===== config.mk =====
export PLATFORM = sky130hd
export DESIGN_NAME = sa_wb_cache
export DESIGN_NICKNAME = d
export VERILOG_FILES = /design/src/rtl/cache_pkg.sv /design/src/rtl/cache_lru.sv /design/src/rtl/cache_store.sv /design/src/rtl/cache_way_sel.sv /design/src/rtl/sa_wb_cache.sv
export SDC_FILE = /design/constraint.sdc
export NUM_CORES = 1
export LEC_CHECK = 0
export BUFFER_PORTS_ARGS = -buffer_cell sky130_fd_sc_hd__buf_2
export CORE_UTILIZATION = 55
export DETAILED_ROUTE_END_ITERATION = 7
export PLACE_DENSITY = 0.74
export RECOVER_POWER = 100
export SLEW_MARGIN = 0
export SYNTH_ARGS = -nofsm -noshare
export SYNTH_HDL_FRONTEND = slang
export SYNTH_HIERARCHICAL = 1
export SYNTH_SLANG_ARGS = --single-unit

===== constraint.sdc =====
create_clock -name clk -period 6.1 [get_ports clk]
set_input_delay 0 -clock clk [delete_from_list [all_inputs] [get_ports clk]]
set_output_delay 0 -clock clk [all_outputs]
set_load 0.05 [all_outputs]

===== src/rtl/cache_pkg.sv =====
package cache_pkg;
    localparam int ADDR_W     = 10;
    localparam int BYTE_W     = 8;
    localparam int LINE_BYTES = 4;
    localparam int SETS       = 2;
    localparam int WAYS       = 3;

    localparam int OFF_W  = $clog2(LINE_BYTES);
    localparam int IDX_W  = (SETS > 1) ? $clog2(SETS) : 1;
    localparam int TAG_W  = ADDR_W - OFF_W - IDX_W;
    localparam int BLK_W  = ADDR_W - OFF_W;
    localparam int LINE_W = LINE_BYTES * BYTE_W;
    localparam int WAY_W  = (WAYS > 1) ? $clog2(WAYS) : 1;

    typedef logic [ADDR_W-1:0] addr_t;
    typedef logic [BYTE_W-1:0] byte_t;
    typedef logic [LINE_W-1:0] line_t;
    typedef logic [TAG_W-1:0]  tag_t;
    typedef logic [IDX_W-1:0]  idx_t;
    typedef logic [OFF_W-1:0]  off_t;
    typedef logic [BLK_W-1:0]  blk_t;
    typedef logic [WAY_W-1:0]  way_t;

    typedef struct packed {
        addr_t addr;
        logic  is_wr;
        byte_t wdata;
    } req_t;

    typedef enum logic [1:0] {
        ST_IDLE,
        ST_LOOKUP,
        ST_EVICT,
        ST_FILL
    } state_e;

    function automatic off_t addr_off(addr_t a);
        return a[OFF_W-1:0];
    endfunction

    function automatic idx_t addr_idx(addr_t a);
        return a[OFF_W +: IDX_W];
    endfunction

    function automatic tag_t addr_tag(addr_t a);
        return a[ADDR_W-1 -: TAG_W];
    endfunction

    function automatic byte_t get_byte(line_t l, off_t o);
        return l[int'(o)*BYTE_W +: BYTE_W];
    endfunction

    function automatic line_t put_byte(line_t l, off_t o, byte_t b);
        line_t r;
        r = l;
        r[int'(o)*BYTE_W +: BYTE_W] = b;
        return r;
    endfunction
endpackage


===== src/rtl/cache_lru.sv =====
module cache_lru
    import cache_pkg::*;
(
    input  logic clk,
    input  logic rst,
    input  logic touch_en,
    input  idx_t touch_idx,
    input  way_t touch_way,
    input  idx_t query_idx,
    output way_t lru_way
);
    // age 0 = most recent, WAYS-1 = least recent
    logic [WAY_W-1:0] age_q [SETS][WAYS];

    for (genvar s = 0; s < SETS; s++) begin : g_set
        always_ff @(posedge clk) begin
            if (rst) begin
                for (int w = 0; w < WAYS; w++) begin
                    age_q[s][w] <= WAY_W'(WAYS - 1 - w);
                end
            end else if (touch_en && touch_idx == idx_t'(s)) begin
                for (int w = 0; w < WAYS; w++) begin
                    if (way_t'(w) == touch_way) begin
                        age_q[s][w] <= '0;
                    end else if (age_q[s][w] < age_q[s][touch_way]) begin
                        age_q[s][w] <= age_q[s][w] + 1'b1;
                    end
                end
            end
        end
    end

    always_comb begin
        lru_way = '0;
        for (int w = 0; w < WAYS; w++) begin
            if (age_q[query_idx][w] == WAY_W'(WAYS - 1)) begin
                lru_way = way_t'(w);
            end
        end
    end
endmodule


===== src/rtl/cache_store.sv =====
module cache_store
    import cache_pkg::*;
(
    input  logic                         clk,
    input  logic                         rst,
    input  idx_t                         rd_idx,
    output logic [WAYS-1:0][TAG_W-1:0]   way_tag,
    output logic [WAYS-1:0][LINE_W-1:0]  way_line,
    output logic [WAYS-1:0]              way_valid,
    output logic [WAYS-1:0]              way_dirty,
    input  logic                         we,
    input  idx_t                         wr_idx,
    input  way_t                         wr_way,
    input  tag_t                         wr_tag,
    input  line_t                        wr_line,
    input  logic                         wr_dirty
);
    tag_t  tag_mem  [SETS][WAYS];
    line_t line_mem [SETS][WAYS];
    logic [SETS-1:0][WAYS-1:0] valid_q;
    logic [SETS-1:0][WAYS-1:0] dirty_q;

    always_ff @(posedge clk) begin
        if (rst) begin
            valid_q <= '0;
            dirty_q <= '0;
        end else if (we) begin
            valid_q[wr_idx][wr_way] <= 1'b1;
            dirty_q[wr_idx][wr_way] <= wr_dirty;
        end
    end

    always_ff @(posedge clk) begin
        if (we) begin
            tag_mem[wr_idx][wr_way]  <= wr_tag;
            line_mem[wr_idx][wr_way] <= wr_line;
        end
    end

    for (genvar w = 0; w < WAYS; w++) begin : g_rd
        assign way_tag[w]   = tag_mem[rd_idx][w];
        assign way_line[w]  = line_mem[rd_idx][w];
        assign way_valid[w] = valid_q[rd_idx][w];
        assign way_dirty[w] = dirty_q[rd_idx][w];
    end
endmodule


===== src/rtl/cache_way_sel.sv =====
module cache_way_sel
    import cache_pkg::*;
(
    input  logic [WAYS-1:0][TAG_W-1:0] way_tag,
    input  logic [WAYS-1:0]            way_valid,
    input  tag_t                       req_tag,
    input  way_t                       lru_way,
    output logic                       hit,
    output way_t                       hit_way,
    output way_t                       victim_way
);
    always_comb begin
        hit     = 1'b0;
        hit_way = '0;
        for (int w = 0; w < WAYS; w++) begin
            if (way_valid[w] && way_tag[w] == req_tag) begin
                hit     = 1'b1;
                hit_way = way_t'(w);
            end
        end
    end

    // lowest empty way wins, else the oldest
    always_comb begin
        victim_way = lru_way;
        for (int w = WAYS - 1; w >= 0; w--) begin
            if (!way_valid[w]) begin
                victim_way = way_t'(w);
            end
        end
    end
endmodule


===== src/rtl/sa_wb_cache.sv =====
module sa_wb_cache
    import cache_pkg::*;
(
    input  logic        clk,
    input  logic        rst,
    input  logic [9:0]  cpu_addr,
    input  logic        cpu_rd,
    input  logic        cpu_wr,
    input  logic [7:0]  cpu_wdata,
    input  logic [31:0] mem_line_in,
    output logic        ready,
    output logic        did_contain,
    output logic [7:0]  byte_read,
    output logic [7:0]  mem_addr,
    output logic        mem_rd,
    output logic        mem_wr,
    output logic [31:0] mem_line_out
);
    state_e state_q;
    req_t   req_q;
    way_t   vic_q;
    logic   hit_q;
    byte_t  byte_q;

    logic [WAYS-1:0][TAG_W-1:0]  way_tag;
    logic [WAYS-1:0][LINE_W-1:0] way_line;
    logic [WAYS-1:0]             way_valid;
    logic [WAYS-1:0]             way_dirty;
    logic  hit;
    way_t  hit_way, victim_way, lru_way;
    logic  st_we, st_dirty, touch_en;
    way_t  st_way, touch_way;
    line_t st_line;

    idx_t req_idx;
    tag_t req_tag;
    off_t req_off;
    assign req_idx = addr_idx(req_q.addr);
    assign req_tag = addr_tag(req_q.addr);
    assign req_off = addr_off(req_q.addr);

    cache_store u_store (
        .clk       (clk),
        .rst       (rst),
        .rd_idx    (req_idx),
        .way_tag   (way_tag),
        .way_line  (way_line),
        .way_valid (way_valid),
        .way_dirty (way_dirty),
        .we        (st_we),
        .wr_idx    (req_idx),
        .wr_way    (st_way),
        .wr_tag    (req_tag),
        .wr_line   (st_line),
        .wr_dirty  (st_dirty)
    );

    cache_lru u_lru (
        .clk       (clk),
        .rst       (rst),
        .touch_en  (touch_en),
        .touch_idx (req_idx),
        .touch_way (touch_way),
        .query_idx (req_idx),
        .lru_way   (lru_way)
    );

    cache_way_sel u_sel (
        .way_tag    (way_tag),
        .way_valid  (way_valid),
        .req_tag    (req_tag),
        .lru_way    (lru_way),
        .hit        (hit),
        .hit_way    (hit_way),
        .victim_way (victim_way)
    );

    // storage and recency updates
    always_comb begin
        st_we     = 1'b0;
        st_dirty  = 1'b0;
        st_way    = hit_way;
        st_line   = way_line[hit_way];
        touch_en  = 1'b0;
        touch_way = hit_way;
        unique case (state_q)
            ST_LOOKUP: begin
                if (hit) begin
                    touch_en = 1'b1;
                    if (req_q.is_wr) begin
                        st_we    = 1'b1;
                        st_dirty = 1'b1;
                        st_line  = put_byte(way_line[hit_way], req_off, req_q.wdata);
                    end
                end
            end
            ST_FILL: begin
                st_we     = 1'b1;
                st_way    = vic_q;
                st_dirty  = req_q.is_wr;
                st_line   = req_q.is_wr ? put_byte(mem_line_in, req_off, req_q.wdata)
                                        : mem_line_in;
                touch_en  = 1'b1;
                touch_way = vic_q;
            end
            default: ;
        endcase
    end

    always_ff @(posedge clk) begin
        if (rst) begin
            state_q <= ST_IDLE;
            req_q   <= '0;
            vic_q   <= '0;
            hit_q   <= 1'b0;
            byte_q  <= '0;
        end else begin
            unique case (state_q)
                ST_IDLE: begin
                    if (cpu_rd || cpu_wr) begin
                        req_q   <= '{addr: cpu_addr, is_wr: cpu_wr, wdata: cpu_wdata};
                        state_q <= ST_LOOKUP;
                    end
                end
                ST_LOOKUP: begin
                    hit_q <= hit;
                    if (hit) begin
                        if (!req_q.is_wr) begin
                            byte_q <= get_byte(way_line[hit_way], req_off);
                        end
                        state_q <= ST_IDLE;
                    end else begin
                        vic_q   <= victim_way;
                        state_q <= (way_valid[victim_way] && way_dirty[victim_way])
                                   ? ST_EVICT : ST_FILL;
                    end
                end
                ST_EVICT: state_q <= ST_FILL;
                ST_FILL: begin
                    if (!req_q.is_wr) begin
                        byte_q <= get_byte(mem_line_in, req_off);
                    end
                    state_q <= ST_IDLE;
                end
                default: state_q <= ST_IDLE;
            endcase
        end
    end

    assign ready        = (state_q == ST_IDLE);
    assign did_contain  = hit_q;
    assign byte_read    = byte_q;
    assign mem_rd       = (state_q == ST_FILL);
    assign mem_wr       = (state_q == ST_EVICT);
    assign mem_addr     = (state_q == ST_EVICT) ? {way_tag[vic_q], req_idx}
                                                : req_q.addr[ADDR_W-1:OFF_W];
    assign mem_line_out = way_line[vic_q];
endmodule


==> results.toml, run 1 <==
[critical_path]
r2r-start = "req_idx$_SDFFE_PP0P_"
r2r_cells = 10
required_ps = 6340
crit_path_start = "req_idx$_SDFFE_PP0P_"
critPathKind = "reg -> reg"
endpoint = "u_store/line_mem[1][81]$_DFFE_PP_"
cp_data_arrival_time_ps = 5580
start_kind = "flop"
end_kind = "flop"
r2r_slack_ps = 760
r2r-end = "u_store/line_mem[1][81]$_DFFE_PP_"
worstPathMaxFanout = 54

[global_route]
grt_pass1_wl_mm = 59.6
grt_pass1_vias = 10500
grt_max_degree = 69
grt.overflow.total = 0
grt_usage_pct = 29.1
antenna_found_initial = 0

[yosys]
synth_seq_cells = 290
async_flop_share_pct = 0
synth_warnings = 6
syn_area_um2 = 14600
synth_area_per_cell_um2 = 12.2
synth_ff_type = "edfxtp_1"
syn_inst = 1194
syn_nets = 1259
ys_seq_area_share_pct = 56.7
synth.distinct_cells = 72
synth-edff-count = 246

[timing]
max_slew_margin_pct = -68.3
rsz0062_at_grt = "no"
worstMarginPinSlew_ps = 2520
finalCritPeriodShare_pct = 87.6
layout_min_cycle_time_ps = 5340
finalSetupTns_ps = 0
final_hold_viol_count = 0
setup_violations = 0
clock.fmax_mhz = 187
finClkSkew_ps = 12.5
slew_violations = 78

[clocking]
cts.path.max_buffers = 3
clk_pin_slew_ps = 60
cts_sinks = 290
cts_buffers = 30
cts_root_buf = "clkbuf_16"
clock_latency_ps = 560
cts_tree = "yes"
h-tree-depth = 1

[cells_and_area]
nFillCells = 2000
area_growth_pct = 14.5
final_common_cell = "edfxtp_1"
most-common-layout-cells = "edfxtp_1 (246), nand2_1 (128), mux2_1 (120)"
antenna_cells = 0
nNetsFinal = 1392
post-route-util_pct = 64.1
drive_above_1_share_pct = 10.1

[power_and_ir_drop]
power_mw = 4.64
p_leak_nw = 5.61
vdd_drop_max_mv = 0.219
p_per_area_nw_per_um2 = 278

[detailed_routing]
wl_per_cell_um = 23.4
vias = 10600
initialDrtViolationCount = 1098
dr.pass1.iters = 5
via_per_inst = 6.30
drc = 0
ant_nets = 0
totalWireLength_mm = 39.4

[worst_hold_path]
hp-start = "mem_line_in[1]"
hold_class = "in -> reg"

[floorplanning]
num_io_pins = 106
dieArea_um2 = 27200
core_area_um2 = 26100
die_y_um = 165
fp-row-count = 59
initial_core_util_pct = 56.0
die_w_um = 165

[status]
failed_checks = "max-capacitance violations, max-slew violations"
outcome = "complete, but fails checks"

[place]
portBuffers = 105
place.gp.congestion = 0.926
dp_hpwl_mm = 25.0

[job]
drv_cap = 3
==> routing by layer <==
layer / wire length, um / GRT usage, % / vias up
li1: - / - / 4805
met1: 15800 / 37.9 / 5195
met2: 19000 / 49.0 / 531
met3: 3130 / 4.37 / 94
met4: 1440 / 11.2 / 0
met5: 0 / 0 / -
==> worst min path at each step <==
stage                                                    to  slack [ps]  cells past startpoint
final                     u_store/line_mem[0][65]$_DFFE_PP_          30                      3
after global placement               req_q[16]$_SDFFE_PP0P_         240                      3
after detailed placement             req_q[16]$_SDFFE_PP0P_         250                      3
after global routing      u_store/line_mem[0][70]$_DFFE_PP_          60                      3
after CTS                 u_store/line_mem[0][32]$_DFFE_PP_          20                      3
after floorplan                       req_q[6]$_SDFFE_PP0P_         140                      2
==> critical path, stage by stage, from the launching register on <==
cell	delay, ps
dfxtp_4	780
mux2_1	440
xnor2_1	210
nand4_1	140
nor2_1	370
nand3b_1	180
clkbuf_1	550
o21ai_4	200
a21oi_1	440
and4bb_1	1200
buf_4	460
==> cell usage after synthesis (7+ instances only) <==
master      n  area (um2)
edfxtp_1  246        7390
clkbuf_1   18        67.6
nand2b_1   27         169
buf_4      13        97.6
ha_1       11         138
o221ai_1   22         193
a22oi_1    38         285
mux2i_1    85         851
xnor2_1    10        87.6
a31oi_1     7        43.8
o21ai_0    63         315
o22ai_1     8        50.1
dfxtp_1    44         881
o21ai_1     8        40.0
o21a_1     15         113
nor2_1     41         154
a21oi_1    56         280
inv_1      37         139
nand2_1   128         480
xor2_1     17         149
nor3_1     10        50.1
o211ai_1   19         143
buf_2      35         175
mux2_1    120        1350
==> state kept, by name, summed over array words and instances, names as in the netlist, named ones only <==
name and count:
u_lru/age_q 12, req_off 2, vic_q 2, u_store/valid_q 6, byte_read 8, u_store/tag_mem 42
req_idx 1, did_contain 1, req_q 16, u_store/line_mem 192, u_store/dirty_q 6, state_q 1
==> layout make-up <==
class                           count  area (um2)  area share [%]
Sequential cell                   290        8270            49.5
Clock inverter                     19         214            1.28
Tap cell                          335         419            2.51
Multi-Input combinational cell    791        5770            34.5
Timing Repair Buffer              174        1080            6.48
Clock buffer                       37         797            4.77
Inverter                           40         151           0.906
==> kinds of logic after synthesis <==
kind of cell | after synthesis | share of synthesized area [%]
flops | 290 | 56.7
compound gates | 280 | 12.7
simple gates | 268 | 9.23
mux | 205 | 15.1
buf+inv | 113 | 3.72
xor+xnor | 27 | 1.62
fa+ha+maj | 11 | 0.943
==> power breakdown <==
part           switching (mW)  leakage (nW)  total [mW]  internal (mW)
Sequential             0.0621          2.58        2.26           2.19
Clock                   0.768         0.490        1.87           1.10
Combinational           0.351          2.54       0.521          0.170
Total                    1.18          5.61        4.64           3.46
==> per-stage QoR <==
step / instance area (um2) / hold WS [ps] / instances / worst slack [ps]
after floorplan: 14600 / 136 / 1194 / 1630
after global placement: 15300 / 244 / 1583 / 1690
after detailed placement: 15300 / 248 / 1583 / 1610
after CTS: 16800 / 20.5 / 1686 / 1560
after global routing: 16700 / 62.2 / 1686 / 642
final: 16700 / 27.3 / 1686 / 759
==> timing repair <==
| action | in CTS | in global routing |
|---|---|---|
| gates resized for setup | 0 | 0 |
| setup buffers | 0 | 0 |
| hold buffers | 47 | 0 |
| hold endpoints to repair | 94 | 0 |
Note: power is estimated with default switching activity, not from simulation.
==> inputs of run 2 (changes only) <==
- RECOVER_POWER: 100 -> 25
==> run 2 against run 1 <==
Register-to-register slack improved by 230 ps. Die area stayed put. Via count is 0.15% higher. Final cell count unchanged. Sequential power barely moved. Non-clock buffer count is the same. Maximum frequency grew 4.4%. The run still ends with max-capacitance violations, max-slew violations left.
==> results.toml, run 2 (same netlist as run 1, synthesis figures left out) <==
[timing]
final_hold_viol_count = 0
setup_violations = 0
layout_min_cycle_time_ps = 5110
slew_violations = 59
finalSetupTns_ps = 0
finalCritPeriodShare_pct = 83.8
hold_slack_ps = 24.7
worstMarginPinSlew_ps = 2530
rsz0062_at_grt = "no"
finClkSkew_ps = 14.4
max_slew_margin_pct = -68.9
clock.fmax_mhz = 196

[detailed_routing]
vias = 10600
ant_nets = 0
drc = 0
initialDrtViolationCount = 1100
via_per_inst = 6.31
dr.pass1.iters = 6
totalWireLength_mm = 39.4
wl_per_cell_um = 23.4

[place]
place.gp.congestion = 0.926
portBuffers = 105
dp_hpwl_mm = 25.0

[critical_path]
r2r_cells = 12
r2r-start = "req_idx$_SDFFE_PP0P_"
start_kind = "flop"
cp_data_arrival_time_ps = 5570
end_kind = "flop"
r2r_slack_ps = 990
required_ps = 6550
worstPathMaxFanout = 54
critPathKind = "reg -> reg"
r2r-end = "byte_read[1]$_SDFFE_PP0P_"

[clocking]
cts_sinks = 290
post-cts-setup-buffers = 0
cts.path.max_buffers = 3
h-tree-depth = 1
hold_buffers = 47
clock_latency_ps = 570
cts_tree = "yes"
cts_root_buf = "clkbuf_16"
clk_pin_slew_ps = 60
cts_buffers = 30
cts-resized-gates = 0

[power_and_ir_drop]
power.net_switching_mw = 1.19
pwr-share-comb_pct = 11.3
vdd_drop_max_mv = 0.219
power.share.clock_pct = 40.2
p_seq_share_pct = 48.5
power_switching_share_pct = 25.5
p_int_mw = 3.46
power_mw = 4.65
p_leak_nw = 5.61
p_per_area_nw_per_um2 = 278

[cells_and_area]
antenna_cells = 0
drive_above_1_share_pct = 11.2
most-common-layout-cells = "edfxtp_1 (246), nand2_1 (128), mux2_1 (120)"
final_common_cell = "edfxtp_1"
area_growth_pct = 14.7
nNetsFinal = 1392
reg.largest.list = "u_store/line_mem: 192 flops, u_store/tag_mem: 42 flops, req_q: 16 flops"
largest_reg_flops = 192
nFillCells = 1991
top_register = "u_store/line_mem"

[global_route]
antenna_found_initial = 0
grt_max_degree = 69
grt_pass1_vias = 10500
use_met1_pct = 37.9
grt_usage_pct = 29.1
met3_usage_pct = 4.37
met2_usage_pct = 49.0
grt_pass1_wl_mm = 59.6
top_usage_layer = "met2"
grt.overflow.total = 0

[floorplanning]
initial_core_util_pct = 56.0
core_area_um2 = 26100
die_w_um = 165
num_io_pins = 106
die_y_um = 165
dieArea_um2 = 27200
fp-row-count = 59

[worst_hold_path]
hp-start = "mem_line_in[1]"
hold_class = "in -> reg"
hold_end = "u_store/line_mem[0][65]$_DFFE_PP_"
min_path_cells = 3

[status]
outcome = "complete, but fails checks"
failed_checks = "max-capacitance violations, max-slew violations"

[job]
drv_cap = 2
[run 2: worst max path at each step]
stage                                     from  slack [ps]                         endpoint
after global routing      req_idx$_SDFFE_PP0P_         690        byte_read[1]$_SDFFE_PP0P_
after floorplan           req_idx$_SDFFE_PP0P_        1630  u_lru/age_q[0][4]$_SDFFCE_PN0P_
after detailed placement  req_idx$_SDFFE_PP0P_        1610  u_lru/age_q[0][3]$_SDFFCE_PN0P_
after global placement    req_idx$_SDFFE_PP0P_        1690  u_lru/age_q[0][4]$_SDFFCE_PN0P_
final                     req_idx$_SDFFE_PP0P_         990        byte_read[1]$_SDFFE_PP0P_
after CTS                 req_idx$_SDFFE_PP0P_        1560        byte_read[7]$_SDFFE_PP0P_
[run 2: layout make-up]
cell class / count / area [um2] / share of cell area (%)
sequential: 290 / 8270 / 49.4
multi-input combinational: 791 / 5800 / 34.6
timing repair buffer: 174 / 1090 / 6.52
clock buffer: 37 / 797 / 4.76
tap: 335 / 419 / 2.50
clock inverter: 19 / 214 / 1.28
inverter: 40 / 151 / 0.904
[run 2: metrics by stage]
stage | std cells | area (um2) | setup slack [ps] | util [%]
finish | 1686 | 16700 | 985 | 64.3
global route | 1686 | 16700 | 695 | 64.3
CTS | 1686 | 16800 | 1560 | 64.6
detailed placement | 1583 | 15300 | 1610 | 58.9
global placement | 1583 | 15300 | 1690 | 58.9
floorplan | 1194 | 14600 | 1630 | -
[run 2: power groups by stage]
stage | combinational, mW | clock, mW | sequential (mW)
6_report | 0.523 | 1.87 | 2.26
3_5_place_dp | 0.496 | 0 | 2.30
2_1_floorplan | 0.373 | 0 | 2.27
4_1_cts | 0.523 | 1.88 | 2.25
5_1_grt | 0.561 | 1.96 | 2.26
3_3_place_gp | 0.488 | 0 | 2.29
[run 2: layer usage]
layer / routed length [um] / vias to the layer above
li1: - / 4799
met1: 15700 / 5224
met2: 19100 / 526
met3: 3190 / 92
met4: 1460 / 0
met5: 0 / -
[run 2: worst max-delay path, stage by stage (launching register included)]
cell and delay, ps:
dfxtp_4 770, buf_4 470, mux2_1 400, xnor2_1 140, nand4_1 100, nand3b_1 90, clkbuf_1 330, o21ai_4 410
clkinvlp_2 710, and4_1 560, o211ai_1 240, o2111ai_1 170, dlygate4sd3_1 580
